===== src/rtl/opk_pkg.sv =====
// Shared types and helpers for the operand packer.
package opk_pkg;

    typedef enum logic {
        ST_IDLE = 1'b0,
        ST_RUN  = 1'b1
    } opk_state_e;

    // Number of zero bits above the highest set bit of a byte (8 for zero).
    function automatic logic [3:0] lead_zeros8(input logic [7:0] b);
        logic [3:0] n;
        logic       hit;
        n   = 4'd0;
        hit = 1'b0;
        for (int i = 7; i >= 0; i--) begin
            if (!hit && !b[i]) n = n + 4'd1;
            else               hit = 1'b1;
        end
        return n;
    endfunction

endpackage


===== src/rtl/opk_seq.sv =====
// Operation sequencer: accepts start, tracks bytes left and whether the
// first nonzero byte has been seen, and flags the payload bytes.
// Assumes byte_count_i is stable in the start cycle and CNT_W >= LEFT_W.
module opk_seq #(
    parameter int MAX_BYTES = 512,
    parameter int CNT_W     = 16,
    parameter int LEFT_W    = 10
) (
    input  logic              clk,
    input  logic              rst_n,
    input  logic              start_i,
    input  logic [CNT_W-1:0]  byte_count_i,
    input  logic              in_valid_i,
    input  logic [7:0]        in_byte_i,
    output logic              launch_o,
    output logic              first_o,
    output logic              take_o,
    output logic [LEFT_W-1:0] rem_o,
    output logic              done_o,
    output logic              err_o
);
    import opk_pkg::*;

    opk_state_e        state_q;
    logic [LEFT_W-1:0] left_q;
    logic              seen_q;
    logic              done_q;
    logic              err_q;
    logic              accept;
    logic              over;
    logic              empty;

    // Decode of the current byte and start request.
    always_comb begin
        accept   = (state_q == ST_RUN) && in_valid_i;
        over     = byte_count_i > CNT_W'(MAX_BYTES);
        empty    = byte_count_i == '0;
        launch_o = (state_q == ST_IDLE) && start_i;
        first_o  = accept && !seen_q && (in_byte_i != 8'd0);
        take_o   = accept && (seen_q || (in_byte_i != 8'd0));
        rem_o    = left_q;
    end

    // Operation state, byte countdown, done and error flags.
    always_ff @(posedge clk) begin
        if (!rst_n) begin
            state_q <= ST_IDLE;
            left_q  <= '0;
            seen_q  <= 1'b0;
            done_q  <= 1'b0;
            err_q   <= 1'b0;
        end else begin
            done_q <= 1'b0;
            case (state_q)
                ST_IDLE: begin
                    if (start_i) begin
                        err_q  <= over;
                        done_q <= over || empty;
                        if (!over && !empty) begin
                            state_q <= ST_RUN;
                            left_q  <= LEFT_W'(byte_count_i);
                            seen_q  <= 1'b0;
                        end
                    end
                end
                default: begin
                    if (in_valid_i) begin
                        left_q <= left_q - LEFT_W'(1);
                        if (in_byte_i != 8'd0) seen_q <= 1'b1;
                        if (left_q == LEFT_W'(1)) begin
                            state_q <= ST_IDLE;
                            done_q  <= 1'b1;
                        end
                    end
                end
            endcase
        end
    end

    assign done_o = done_q;
    assign err_o  = err_q;

    // The countdown must never be zero while an operation runs.
    assert_left_nonzero_R2: assert property (@(posedge clk) disable iff (!rst_n)
        (state_q == ST_RUN) |-> (left_q != '0));

endmodule


===== src/rtl/opk_pack.sv =====
// Word packer: shifts payload bytes into a word, pre-filling the padding
// lanes of a partial top word, and writes words at descending indices.
// Assumes WORD_BYTES is a power of two, at least 2.
module opk_pack #(
    parameter int WORD_BYTES = 4,
    parameter int LEFT_W     = 10,
    parameter int IDX_W      = 7,
    localparam int SEL_W     = $clog2(WORD_BYTES),
    localparam int FILL_W    = SEL_W + 1,
    localparam int WORD_W    = 8 * WORD_BYTES
) (
    input  logic              clk,
    input  logic              rst_n,
    input  logic              take_i,
    input  logic              first_i,
    input  logic [LEFT_W-1:0] rem_i,
    input  logic [7:0]        byte_i,
    output logic              wr_valid_o,
    output logic [IDX_W-1:0]  wr_index_o,
    output logic [WORD_W-1:0] wr_data_o
);
    logic [WORD_W-1:0] acc_q;
    logic [FILL_W-1:0] fill_q;
    logic [IDX_W-1:0]  idx_q;
    logic              wr_valid_q;
    logic [IDX_W-1:0]  wr_index_q;
    logic [WORD_W-1:0] wr_data_q;

    logic [SEL_W-1:0]  pad;
    logic [FILL_W-1:0] fill_next;
    logic [WORD_W-1:0] word_next;
    logic [IDX_W-1:0]  top_idx;
    logic [IDX_W-1:0]  idx_base;
    logic              emit;

    // Next lane fill, shifted word, starting index and emit decision.
    always_comb begin
        pad       = SEL_W'(0) - rem_i[SEL_W-1:0];
        fill_next = (first_i ? FILL_W'(pad) : fill_q) + FILL_W'(1);
        word_next = {(first_i ? WORD_W'(0) : acc_q) << 8} | WORD_W'(byte_i);
        top_idx   = IDX_W'((rem_i - LEFT_W'(1)) >> SEL_W);
        idx_base  = first_i ? top_idx : idx_q;
        emit      = take_i && (fill_next == FILL_W'(WORD_BYTES));
    end

    // Accumulator, fill count, index countdown and write register.
    always_ff @(posedge clk) begin
        if (!rst_n) begin
            acc_q      <= '0;
            fill_q     <= '0;
            idx_q      <= '0;
            wr_valid_q <= 1'b0;
            wr_index_q <= '0;
            wr_data_q  <= '0;
        end else begin
            wr_valid_q <= emit;
            if (take_i) begin
                acc_q  <= word_next;
                fill_q <= emit ? '0 : fill_next;
                idx_q  <= emit ? idx_base - IDX_W'(1) : idx_base;
            end
            if (emit) begin
                wr_data_q  <= word_next;
                wr_index_q <= idx_base;
            end
        end
    end

    assign wr_valid_o = wr_valid_q;
    assign wr_index_o = wr_index_q;
    assign wr_data_o  = wr_data_q;

    // A partially filled word never holds a full word of lanes.
    assert_fill_bound_R5: assert property (@(posedge clk) disable iff (!rst_n)
        fill_q < FILL_W'(WORD_BYTES));

endmodule


===== src/rtl/opk_bitlen.sv =====
// Bit-length unit: cleared at each start, loaded once from the first
// nonzero byte and the number of bytes remaining at that point.
module opk_bitlen #(
    parameter int LEFT_W = 10,
    parameter int BL_W   = 13
) (
    input  logic              clk,
    input  logic              rst_n,
    input  logic              launch_i,
    input  logic              first_i,
    input  logic [LEFT_W-1:0] rem_i,
    input  logic [7:0]        byte_i,
    output logic [BL_W-1:0]   bit_len_o
);
    import opk_pkg::*;

    logic [BL_W-1:0] len_q;

    // Clear on start, load on the first significant byte.
    always_ff @(posedge clk) begin
        if (!rst_n)        len_q <= '0;
        else if (launch_i) len_q <= '0;
        else if (first_i)  len_q <= (BL_W'(rem_i) << 3) - BL_W'(lead_zeros8(byte_i));
    end

    assign bit_len_o = len_q;

endmodule


===== src/rtl/operand_packer.sv =====
// Top level: packs a big-endian operand stream into indexed words and
// reports its significant bit length. Assumes one byte per valid cycle
// and no new start until done has been seen.
module operand_packer #(
    parameter int MAX_BYTES  = 512,
    parameter int WORD_BYTES = 4,
    parameter int CNT_W      = 16,
    localparam int LEFT_W    = $clog2(MAX_BYTES + 1),
    localparam int IDX_W     = $clog2(MAX_BYTES / WORD_BYTES),
    localparam int BL_W      = $clog2(MAX_BYTES * 8 + 1),
    localparam int WORD_W    = 8 * WORD_BYTES
) (
    input  logic              clk,
    input  logic              rst_n,
    input  logic              start_i,
    input  logic [CNT_W-1:0]  byte_count_i,
    input  logic              in_valid_i,
    input  logic [7:0]        in_byte_i,
    output logic              wr_valid_o,
    output logic [IDX_W-1:0]  wr_index_o,
    output logic [WORD_W-1:0] wr_data_o,
    output logic [BL_W-1:0]   bit_len_o,
    output logic              done_o,
    output logic              err_o
);
    logic              launch;
    logic              first;
    logic              take;
    logic [LEFT_W-1:0] rem;

    opk_seq #(.MAX_BYTES(MAX_BYTES), .CNT_W(CNT_W), .LEFT_W(LEFT_W)) u_seq (
        .clk(clk), .rst_n(rst_n), .start_i(start_i), .byte_count_i(byte_count_i),
        .in_valid_i(in_valid_i), .in_byte_i(in_byte_i), .launch_o(launch),
        .first_o(first), .take_o(take), .rem_o(rem), .done_o(done_o), .err_o(err_o)
    );

    opk_pack #(.WORD_BYTES(WORD_BYTES), .LEFT_W(LEFT_W), .IDX_W(IDX_W)) u_pack (
        .clk(clk), .rst_n(rst_n), .take_i(take), .first_i(first), .rem_i(rem),
        .byte_i(in_byte_i), .wr_valid_o(wr_valid_o), .wr_index_o(wr_index_o),
        .wr_data_o(wr_data_o)
    );

    opk_bitlen #(.LEFT_W(LEFT_W), .BL_W(BL_W)) u_bitlen (
        .clk(clk), .rst_n(rst_n), .launch_i(launch), .first_i(first), .rem_i(rem),
        .byte_i(in_byte_i), .bit_len_o(bit_len_o)
    );

    // A refused operand never writes.
    assert_err_no_write_R1: assert property (@(posedge clk) disable iff (!rst_n)
        err_o |-> !wr_valid_o);

    // A refused operand reports no bit length.
    assert_err_zero_len_R1: assert property (@(posedge clk) disable iff (!rst_n)
        err_o |-> (bit_len_o == '0));

    // Every write comes from a nonzero operand.
    assert_write_has_len_R3: assert property (@(posedge clk) disable iff (!rst_n)
        wr_valid_o |-> (bit_len_o != '0));

    // The last write of an operation lands at index 0.
    assert_last_index_zero_R6: assert property (@(posedge clk) disable iff (!rst_n)
        (done_o && wr_valid_o) |-> (wr_index_o == '0));

endmodule


===== config.mk =====
export PLATFORM = sky130hd
export DESIGN_NAME = operand_packer
export DESIGN_NICKNAME = d
export VERILOG_FILES = /design/src/rtl/opk_pkg.sv /design/src/rtl/opk_seq.sv /design/src/rtl/opk_pack.sv /design/src/rtl/opk_bitlen.sv /design/src/rtl/operand_packer.sv
export SDC_FILE = /design/constraint.sdc
export NUM_CORES = 1
export LEC_CHECK = 0
export BUFFER_PORTS_ARGS = -buffer_cell sky130_fd_sc_hd__buf_4
export CAP_MARGIN = 5
export CELL_PAD_IN_SITES_DETAIL_PLACEMENT = 0
export CELL_PAD_IN_SITES_GLOBAL_PLACEMENT = 1
export CORE_MARGIN = 3
export CORE_UTILIZATION = 30
export CTS_CLUSTER_DIAMETER = 30
export DETAILED_ROUTE_END_ITERATION = 7
export GPL_TIMING_DRIVEN = 0
export PLACE_DENSITY = 0.63
export SLEW_MARGIN = 0
export SYNTH_ARGS = -nofsm -noshare
export SYNTH_HDL_FRONTEND = slang
export SYNTH_SLANG_ARGS = --single-unit

===== constraint.sdc =====
create_clock -name clk -period 5 [get_ports clk]
set_input_delay 0.25 -clock clk [delete_from_list [all_inputs] [get_ports clk]]
set_output_delay 0.25 -clock clk [all_outputs]
set_load 0.02 [all_outputs]

==> metrics.txt <==
status finished, final reports clean; Final HPWL DP around 10 mm; cts bufs inserted 9; delay-heaviest family, CP simple AND/OR/NAND/NOR gates; die height ~130 µm; fin crit share between 90 and 100%; DRC Markers 0; Async S/R FF share, synth 0%; deepest clock path buffer count 2; Area Overhead vs Synth 25.0%; share of layout cells above drive strength 1 19.3%; Worst EP arrival between 4 and 5 ns; worst hold endpoint u_pack.acc_q[5]; FF-to-FF path depth 13; power per cell area ~270 nW/µm²; Lkg Pwr 2.46 nW; Worst-Margin Slew roughly 0.89 ns; slew margin rel. 40.2%; Max Slew Vio Count 0; Finish-stage setup viols 0; CP max-delay cell or4_1; Layout Cells excl Fill 859; largest net degree at the start of global routing 20; utilization after layout between 30% and 40%; min-delay src in_byte_i[5]; Int Pwr around 0.0012 W; synth warn 0; Clk Latency, worst-skew pair between 0.3 and 0.4 ns; r2r setup slk 0.97 ns; Nets between 600 and 700; met3 wire len around 660 µm; post-synth net total a little under 600; Met1 Routed Length 6.59 mm; unrepaired setup endpoints after global routing false; origin of the worst setup path in_byte_i[6]; CP dominant cell by count ha_1; initial antenna violation count 0; Gate power share under 10%; H-Tree Depth 3; Clk pin slew, worst setup/hold paths about 0.070 ns; TritonCTS clock tree built; endpoint type of the worst setup path flop; io pins between 80 and 90; R2R Path End u_pack.fill_q[1]; Setup CP Type input pin to flop; die area 17600 µm²; iteration count of the initial detailed-routing pass 4; filler cell count approximately 1600; placed cells between 800 and 900; # diodes 0; Clock Skews between 0.008 and 0.009 ns; I/O Buffers 80; Clock Power Share a little over two fifths; GRT overflow 0; post-synthesis sequential area ratio 42.1%; switching power between 0.0004 and 0.0005 W; Wirelength per Cell about 16 µm; Net Sw Frac roughly a quarter; hold depth 3; Startpoint Class input pin; global-route wire length before repair 21.8 mm; Post-synth top flop dfxtp_1; FP Rows 45; DR vias 4200; post-placement cell area ~5700 µm²; Via density a little under 5; Final Hold Viols 0; DRT antenna net count 0; Top Metal Used met4; die width roughly 130 µm; vias in the first global route a little over 4000; maximum fanout along the worst path 6; synthesized instance count about 550; Yosys top cell area share between 40% and 50%; Sequential Power Share roughly 50%; flops & latches, synth a little over 100; GP Congestion 0.840; initial DRC count 272; Hold WS roughly 0.17 ns; overall routing resource usage between 15 and 20%; Post-synth EDFFs 0; CTS Sinks between 100 and 150; Hold WC Path Type input pin to flop; root cell of the clock tree clkbuf_16; area of the core around 15000 µm²; syn_area_per_cell between 8 and 9 µm²; initial core utilization 31.1%; Design Area, Final roughly 6000 µm²; FMAX roughly 210 MHz; crit path time final 4.72 ns; Worst Path Required about 5.2 ns; RR Startpoint u_seq.state_q; cell taking the most area after synthesis dfxtp_1; max-cap violations 0; met2 wire len 6.12 mm; CP bufs+invs 2; Post-Syn Area approximately 4800 µm²; hold_buf cts 0; Crit path largest cell delay ~0.45 ns; CP Cell Sequence buf_4 > inv_1 > a21oi_2 > ha_1 > o31a_1 > ha_4 > a21o_1 > ha_1 > mux2_2 > a21o_1 > ha_1 > nor2b_1 > xnor2_1 > nand3_1 > xnor2_1 > a31oi_1 > or4_1 > ha_1 > nor2_2 > nand2_2 > or3_1 > a31oi_1 > xnor2_1 > a21oi_1; Synth area leaders dfxtp_1 (42%), nor2b_1 (5.3%), nand2_1 (5.0%), a22o_1 (4.4%), ha_1 (3.1%); Peak VDD IR between 150 and 200 µV; Synth cell types 53; DRT Wirelength roughly 13 mm
==> how the worst max path moves through the flow <==
stage,cells past startpoint,endpoint,slack (ns)
after floorplan,23,u_bitlen.bit_len_o[12],0.34
after global routing,24,u_bitlen.bit_len_o[12],0.04
after global placement,24,u_bitlen.bit_len_o[12],-0.16
after CTS,23,u_bitlen.bit_len_o[12],0.17
final,24,u_bitlen.bit_len_o[12],0.28
after detailed placement,23,u_bitlen.bit_len_o[12],-0.19
==> sequential cells by signal, indices dropped and copies added, names as in the netlist <==
register / flops
u_pack.idx_q: 7
u_seq.err_o: 1
u_pack.acc_q: 24
u_seq.done_o: 1
u_pack.wr_index_o: 7
u_seq.rem_o: 10
u_seq.state_q: 1
u_seq.seen_q: 1
u_pack.wr_data_o: 32
u_pack.fill_q: 3
u_pack.wr_valid_o: 1
u_bitlen.bit_len_o: 13
==> kinds of logic (layout without fill, tap and decap cells) <==
family                   count (synthesis)  after routing  share of synthesized area, %
AND/OR/NAND/NOR                        200            200                          21.4
AO/OA/AOI/OAI                          151            151                          21.6
flip-flops                             101            101                          42.1
buffers and inverters                   49            146                          4.43
XOR/XNOR                                25             25                          4.56
multiplexers                            13             13                          2.79
adder cells (fa/ha/maj)                 12             12                          3.13
==> cells in the final DEF (no fill, tap or decap), types with 6 or more instances in the layout <==
cell type | netlist | final
nor3_1 | 8 | 8
and2_1 | 14 | 14
nor2_1 | 35 | 33
a31oi_1 | 12 | 12
buf_4 | 0 | 81
xor2_1 | 8 | 8
mux2i_1 | 10 | 10
nand2_1 | 64 | 63
nand3_1 | 6 | 6
inv_1 | 10 | 10
ha_1 | 12 | 11
or3_1 | 7 | 7
xnor2_1 | 17 | 17
dfxtp_1 | 101 | 101
clkbuf_1 | 22 | 22
o21ai_0 | 30 | 30
a21boi_0 | 12 | 12
a22o_1 | 24 | 24
a22oi_1 | 16 | 16
buf_2 | 11 | 11
clkbuf_16 | 0 | 9
a21oi_1 | 24 | 23
nor2b_1 | 41 | 41
==> cells in the mapped netlist (5+ instances only) <==
cell type / n
xnor2_1: 17
xor2_1: 8
nor2b_1: 41
o21ai_0: 30
inv_1: 10
dfxtp_1: 101
ha_1: 12
buf_2: 11
o22ai_1: 5
nand3_1: 6
nand2_1: 64
a21boi_0: 12
and2_1: 14
mux2i_1: 10
nor2_1: 35
a22oi_1: 16
clkbuf_1: 22
nor3_1: 8
or4_1: 5
a31oi_1: 12
or3_1: 7
a22o_1: 24
a21oi_1: 24
==> power by group through the flow <==
stage               Sequential [W]  Combinational (W)  Clock, W
floorplan                 0.000826          0.0000737         0
detailed placement        0.000825           0.000122         0
finish                    0.000806           0.000124  0.000708
CTS                       0.000806           0.000122  0.000731
global route              0.000806           0.000137  0.000757
global placement          0.000825           0.000120         0
==> tightest hold or removal path, stage by stage <==
cell and delay, ns:
buf_6 0.12, nand2_1 0.05, a21boi_0 0.06
==> per-stage QoR <==
step           setup slack [ns]  total power, W  setup TNS, ns
2_1_floorplan             0.335        0.000900              0
3_3_place_gp             -0.161        0.000946         -0.420
3_5_place_dp             -0.194        0.000947         -0.632
4_1_cts                   0.174         0.00166              0
5_1_grt                  0.0356         0.00170              0
6_report                  0.282         0.00164              0
==> layer usage <==
layer,vias up,global-route usage [%]
met5,-,0
met4,0,3.35
met3,4,4.33
met2,91,24.2
met1,1973,20.9
li1,2132,-
==> cell type report <==
class / instances / area (µm²) / area share (%)
well taps: 211 / 264 / 4.40
inverters: 11 / 41.3 / 0.688
repair buffers: 81 / 608 / 10.1
clock buffers: 10 / 239 / 3.98
multi-input cells: 401 / 2590 / 43.2
flip-flops and latches: 101 / 2020 / 33.7
plain buffers: 38 / 171 / 2.86
clock inverters: 6 / 63.8 / 1.06
==> repair_timing <==
item                       4_1_cts  5_1_grt
resized for setup                0        5
setup endpoints to repair        0        3
buffers inserted                 0        1
Note: power is estimated with default switching activity, not from simulation.
